File: config.mk
export PLATFORM = sky130hd
export DESIGN_NAME = swap_lock_mem
export DESIGN_NICKNAME = d
export VERILOG_FILES = /design/src/rtl/swaplock_pkg.sv /design/src/rtl/swaplock_arbiter.sv /design/src/rtl/swaplock_select.sv /design/src/rtl/swaplock_store.sv /design/src/rtl/swaplock_resp.sv /design/src/rtl/swap_lock_mem.sv
export SDC_FILE = /design/constraint.sdc
export NUM_CORES = 1
export LEC_CHECK = 0
export BUFFER_PORTS_ARGS = -buffer_cell sky130_fd_sc_hd__buf_2
export CAP_MARGIN = 20
export CELL_PAD_IN_SITES_DETAIL_PLACEMENT = 0
export CELL_PAD_IN_SITES_GLOBAL_PLACEMENT = 2
export CORE_UTILIZATION = 30
export DETAILED_ROUTE_END_ITERATION = 8
export PLACE_DENSITY_LB_ADDON = 0.3
export SYNTH_ARGS = -nofsm -noshare
export SYNTH_HDL_FRONTEND = slang
export SYNTH_SLANG_ARGS = --single-unit
File: constraint.sdc
create_clock -name clk -period 3.4 [get_ports clk]
set_clock_uncertainty 0.2 [all_clocks]
set_input_delay 0.51 -clock clk [delete_from_list [all_inputs] [get_ports clk]]
set_output_delay 0.51 -clock clk [all_outputs]
set_load 0.01 [all_outputs]
File: src/rtl/swaplock_pkg.sv
// Shared types for the atomic swap lock memory.
package swaplock_pkg;
    // Request operation codes; 2'b11 is decoded as a load.
    typedef enum logic [1:0] {
        OP_LOAD  = 2'b00,
        OP_STORE = 2'b01,
        OP_SWAP  = 2'b10,
        OP_RSVD  = 2'b11
    } op_e;
endpackage

File: src/rtl/swaplock_arbiter.sv
// Fixed-priority arbiter: the lowest-indexed valid port gets the grant.
// Assumes requesters hold valid until granted; the grant is combinational.
module swaplock_arbiter #(
    parameter int PORTS = 2
) (
    input  logic [PORTS-1:0] req_valid,
    output logic [PORTS-1:0] grant
);
    // Pick the first valid port, counting up from index 0.
    always_comb begin
        logic taken;
        taken = 1'b0;
        grant = '0;
        for (int i = 0; i < PORTS; i++) begin
            if (req_valid[i] && !taken) begin
                grant[i] = 1'b1;
                taken    = 1'b1;
            end
        end
    end
endmodule

File: src/rtl/swaplock_select.sv
// Request multiplexer: forwards the granted port's op, address and data.
// Assumes the grant vector is one-hot or zero.
module swaplock_select
    import swaplock_pkg::*;
#(
    parameter int PORTS = 2,
    parameter int AW    = 4,
    parameter int WIDTH = 32
) (
    input  logic [PORTS-1:0]       grant,
    input  logic [2*PORTS-1:0]     req_op,
    input  logic [AW*PORTS-1:0]    req_addr,
    input  logic [WIDTH*PORTS-1:0] req_wdata,
    output logic                   sel_en,
    output op_e                    sel_op,
    output logic [AW-1:0]          sel_addr,
    output logic [WIDTH-1:0]       sel_wdata
);
    logic [1:0]       op_lane   [PORTS];
    logic [AW-1:0]    addr_lane [PORTS];
    logic [WIDTH-1:0] data_lane [PORTS];

    // Mask each lane with its grant bit.
    for (genvar g = 0; g < PORTS; g++) begin : g_lane
        assign op_lane[g]   = grant[g] ? req_op[2*g +: 2]          : '0;
        assign addr_lane[g] = grant[g] ? req_addr[AW*g +: AW]      : '0;
        assign data_lane[g] = grant[g] ? req_wdata[WIDTH*g +: WIDTH] : '0;
    end

    // OR the masked lanes together into the single memory request.
    always_comb begin
        logic [1:0] op_acc;
        op_acc    = '0;
        sel_addr  = '0;
        sel_wdata = '0;
        for (int i = 0; i < PORTS; i++) begin
            op_acc    = op_acc    | op_lane[i];
            sel_addr  = sel_addr  | addr_lane[i];
            sel_wdata = sel_wdata | data_lane[i];
        end
        sel_op = op_e'(op_acc);
        sel_en = |grant;
    end
endmodule

File: src/rtl/swaplock_store.sv
// Word array with a single read-modify-write port. One operation per cycle:
// the old word is captured and the new value written on the same edge, so
// a swap cannot be split. Assumes addr < DEPTH.
module swaplock_store
    import swaplock_pkg::*;
#(
    parameter int DEPTH = 16,
    parameter int WIDTH = 32,
    parameter int AW    = 4
) (
    input  logic             clk,
    input  logic             rst_n,
    input  logic             en,
    input  op_e              op,
    input  logic [AW-1:0]    addr,
    input  logic [WIDTH-1:0] wdata,
    output logic [WIDTH-1:0] rdata_q
);
    logic [WIDTH-1:0] mem [DEPTH];
    logic             do_write;

    // Stores and swaps modify the word; loads and the reserved code do not.
    assign do_write = en && (op == OP_STORE || op == OP_SWAP);

    // Clear on reset; otherwise capture the old word and apply the write.
    always_ff @(posedge clk) begin
        if (!rst_n) begin
            for (int i = 0; i < DEPTH; i++) mem[i] <= '0;
            rdata_q <= '0;
        end else begin
            if (en) rdata_q <= mem[addr];
            if (do_write) mem[addr] <= wdata;
        end
    end
endmodule

File: src/rtl/swaplock_resp.sv
// Response router: raises done on the port accepted in the previous cycle
// and holds each port's last read value until its next response.
module swaplock_resp #(
    parameter int PORTS = 2,
    parameter int WIDTH = 32
) (
    input  logic                   clk,
    input  logic                   rst_n,
    input  logic [PORTS-1:0]       accept,
    input  logic [WIDTH-1:0]       rdata,
    output logic [PORTS-1:0]       done,
    output logic [WIDTH*PORTS-1:0] lane_rdata
);
    logic [PORTS-1:0] done_q;
    logic [WIDTH-1:0] hold_q [PORTS];

    // Delay acceptance by one cycle to form the done pulse.
    always_ff @(posedge clk) begin
        if (!rst_n) done_q <= '0;
        else        done_q <= accept;
    end

    assign done = done_q;

    for (genvar g = 0; g < PORTS; g++) begin : g_port
        // Show fresh data on the responding port, the held value elsewhere.
        assign lane_rdata[WIDTH*g +: WIDTH] = done_q[g] ? rdata : hold_q[g];

        // Keep the value last shown on this port.
        always_ff @(posedge clk) begin
            if (!rst_n) hold_q[g] <= '0;
            else        hold_q[g] <= lane_rdata[WIDTH*g +: WIDTH];
        end
    end
endmodule

File: src/rtl/swap_lock_mem.sv
// Two-port shared memory with load, store and atomic swap for spin locks.
// A fixed-priority arbiter admits one request per cycle (port 0 first);
// the response arrives one cycle after acceptance. Reset clears all words.
module swap_lock_mem
    import swaplock_pkg::*;
#(
    parameter int PORTS = 2,
    parameter int DEPTH = 16,
    parameter int WIDTH = 32,
    localparam int AW   = $clog2(DEPTH)
) (
    input  logic                   clk,
    input  logic                   rst_n,
    input  logic [PORTS-1:0]       req_valid,
    output logic [PORTS-1:0]       req_ready,
    input  logic [2*PORTS-1:0]     req_op,
    input  logic [AW*PORTS-1:0]    req_addr,
    input  logic [WIDTH*PORTS-1:0] req_wdata,
    output logic [PORTS-1:0]       rsp_done,
    output logic [WIDTH*PORTS-1:0] rsp_rdata
);
    logic [PORTS-1:0] grant;
    logic             sel_en;
    op_e              sel_op;
    logic [AW-1:0]    sel_addr;
    logic [WIDTH-1:0] sel_wdata;
    logic [WIDTH-1:0] store_rdata;

    swaplock_arbiter #(.PORTS(PORTS)) u_arb (
        .req_valid (req_valid),
        .grant     (grant)
    );

    assign req_ready = grant;

    swaplock_select #(.PORTS(PORTS), .AW(AW), .WIDTH(WIDTH)) u_sel (
        .grant     (grant),
        .req_op    (req_op),
        .req_addr  (req_addr),
        .req_wdata (req_wdata),
        .sel_en    (sel_en),
        .sel_op    (sel_op),
        .sel_addr  (sel_addr),
        .sel_wdata (sel_wdata)
    );

    swaplock_store #(.DEPTH(DEPTH), .WIDTH(WIDTH), .AW(AW)) u_store (
        .clk     (clk),
        .rst_n   (rst_n),
        .en      (sel_en),
        .op      (sel_op),
        .addr    (sel_addr),
        .wdata   (sel_wdata),
        .rdata_q (store_rdata)
    );

    swaplock_resp #(.PORTS(PORTS), .WIDTH(WIDTH)) u_resp (
        .clk        (clk),
        .rst_n      (rst_n),
        .accept     (grant),
        .rdata      (store_rdata),
        .done       (rsp_done),
        .lane_rdata (rsp_rdata)
    );
endmodule

==> results.toml <==
[run_status]
status = "complete, no violations"

[clocking]
ctsHoldBuffers = 0
clk_pin_slew_ps = 60
cts_tree = "built"
post_cts_buffers = 0
ctsResizeCount = 0
clock_sinks = 610
cts_root_buffer = "clkbuf_16"
clk_latency_ps = 610
cts-htree-levels = 3
cts_inserted_buffers = 67
ctsLongestPathBuffers = 3

[power_and_ir_drop]
irDropWorstVdd_uv = 312
power_mw = 17.5
cellPowerDensity_nw_per_um2 = 570
p_switching_mw = 4.24
power.share.combinational = 0.094
leakagePower_nw = 10.9
p_seq_frac = 0.499
power_switching_share = 0.243
p_int_mw = 13.2
clockPowerShare = 0.407

[worst_hold_path]
worstHoldStart = "rst_n"
hold_class = "input port to flop"

[detailed_routing]
drt-total-wl_mm = 83.8
drc = 0
vias_per_cell = 5.12
drt_first_pass_iters = 5
num_vias = 17300
drt-initial-drc-count = 1448
ant_nets = 0
wl_per_cell_um = 24.8

[die]
rows = 107
ios = 148
coreArea_um2 = 85500
design.die.area_um2 = 88100
initial_core_util = 0.305
die_w_um = 297
die_y_um = 297

[yosys]
synth.ff_latch_count = 610
async_flop_share = 0
seq_area_frac_synth = 0.665
yosys_warnings = 0
synthFlopType = "edfxtp_1"
syn_inst = 2018
synth_area_um2 = 26100
synth-edff-count = 512
synth_nets = 2098
synth_cell_types = 49
avgSynthCellArea_um2 = 12.9

[sta]
hold_viol = 0
maxSlewViolCount = 0
min_period_ps = 2870
slew_headroom = 0.369
fin_crit_sh = 0.845
fin_setup_tns_ps = 0
max_freq_ghz = 0.348
setup_violations = 0
tightest_slew_ps = 946
setup_ws_ps = 526
rsz0062_at_grt = "no"

[final_layout]
final_nets = 2258
fin_util = 0.358
final_common_cell = "nor2_1"
mostFrequentLayoutCells = "nor2_1, edfxtp_1, buf_2"
area_growth_pct = 17.5
drive_above_1_share = 0.246

[grt]
antenna_found_initial = 6
grt_pass1_wl_mm = 122
grt_max_degree = 79
grt_pass1_vias = 17700
grt_usage = 0.189
overflow = 0

[worst_setup_path]
crit_required_ps = 2690
start_kind = "flop"
cp-startpoint = "u_resp.done[0]"
crit_type = "flop to output pin"
rr_startpoint = "u_resp.done[0]"
cp_max_fo = 33
cp.arrival_ps = 2160
worstSetupEndpointType = "output pin"

[placement]
dp_hpwl_mm = 53.5
place_congestion = 0.805
dp_slack_ps = 350
io_buffers = 147

[flow_run]
cap_violations = 0
-- cells in the mapped netlist, types with 11 or more instances --
master / n / area share
a21oi_1: 21 / 0.0040
a221o_1: 21 / 0.0081
a22oi_1: 43 / 0.012
a31oi_1: 11 / 0.0026
and2_1: 67 / 0.016
buf_2: 15 / 0.0029
buf_4: 11 / 0.0032
clkbuf_1: 139 / 0.020
dfxtp_1: 98 / 0.075
edfxtp_1: 512 / 0.59
mux2_2: 99 / 0.043
mux2i_1: 64 / 0.025
mux4_2: 54 / 0.047
nand2_1: 53 / 0.0076
nand3_1: 88 / 0.017
nor2_1: 535 / 0.077
nor4_1: 20 / 0.0048
o21ai_0: 79 / 0.015
o22ai_1: 21 / 0.0050
-- metrics by stage --
step | std cells | area (um2) | hold slack, ps
detailed placement | 3253 | 28500 | 356
global route | 3377 | 30600 | 203
global placement | 3253 | 28500 | 360
finish | 3377 | 30600 | 202
CTS | 3376 | 30600 | 171
floorplan | 2018 | 26100 | 320
-- registers in the layout, summed over array words and instances, names as in the netlist --
signal,count
u_resp.hold_q,64
u_resp.done,2
u_store.mem,512
u_store.rdata_q,32
-- critical path, cell delays in order, from the launching register on --
cell and delay (ps):
dfxtp_2 950, mux2_2 430, buf_2 150
-- layer usage --
metal,part of all wire,GRT usage
met4,0.027,0.0595
met3,0.062,0.0339
met1,0.43,0.250
met2,0.48,0.312
met5,0.00052,0
-- path summary, 6_finish.rpt --
path / endpoint / slack, ps / cells after the start
worst max-delay path: rsp_rdata[10] / 530 / 2
worst min-delay path: u_store.rdata_q[1] / 200 / 4
worst min register to register: u_store.rdata_q[20] / 370 / 2
worst max register to register: u_resp.hold_q[0][12] / 1510 / 2
-- power by group through the flow --
stage / clock network (mW) / logic, mW / registers [mW]
global route: 7.53 / 1.75 / 8.75
detailed placement: 0 / 1.65 / 8.88
global placement: 0 / 1.64 / 8.86
finish: 7.11 / 1.63 / 8.71
CTS: 7.27 / 1.65 / 8.72
floorplan: 0 / 1.01 / 8.76
-- cells by family after synthesis --
kind of cell              Yosys count  synth area share
buffers and inverters             182            0.0327
xor gates and xnor gates            2          0.000672
muxes                             225             0.117
and+or+nand+nor                   777             0.127
AOI/OAI and AO/OA                 222            0.0575
DFF                               610             0.665
-- layout make-up --
type | count | area [um2]
fill | 8337 | 54900
sequential | 610 | 17300
multi-input combinational | 1226 | 7950
clock buffer | 94 | 1860
timing repair buffer | 273 | 1810
tap | 1144 | 1430
clock inverter | 29 | 251
antenna | 1 | 2.50
No activity file was read; power rests on OpenSTA's default activity.
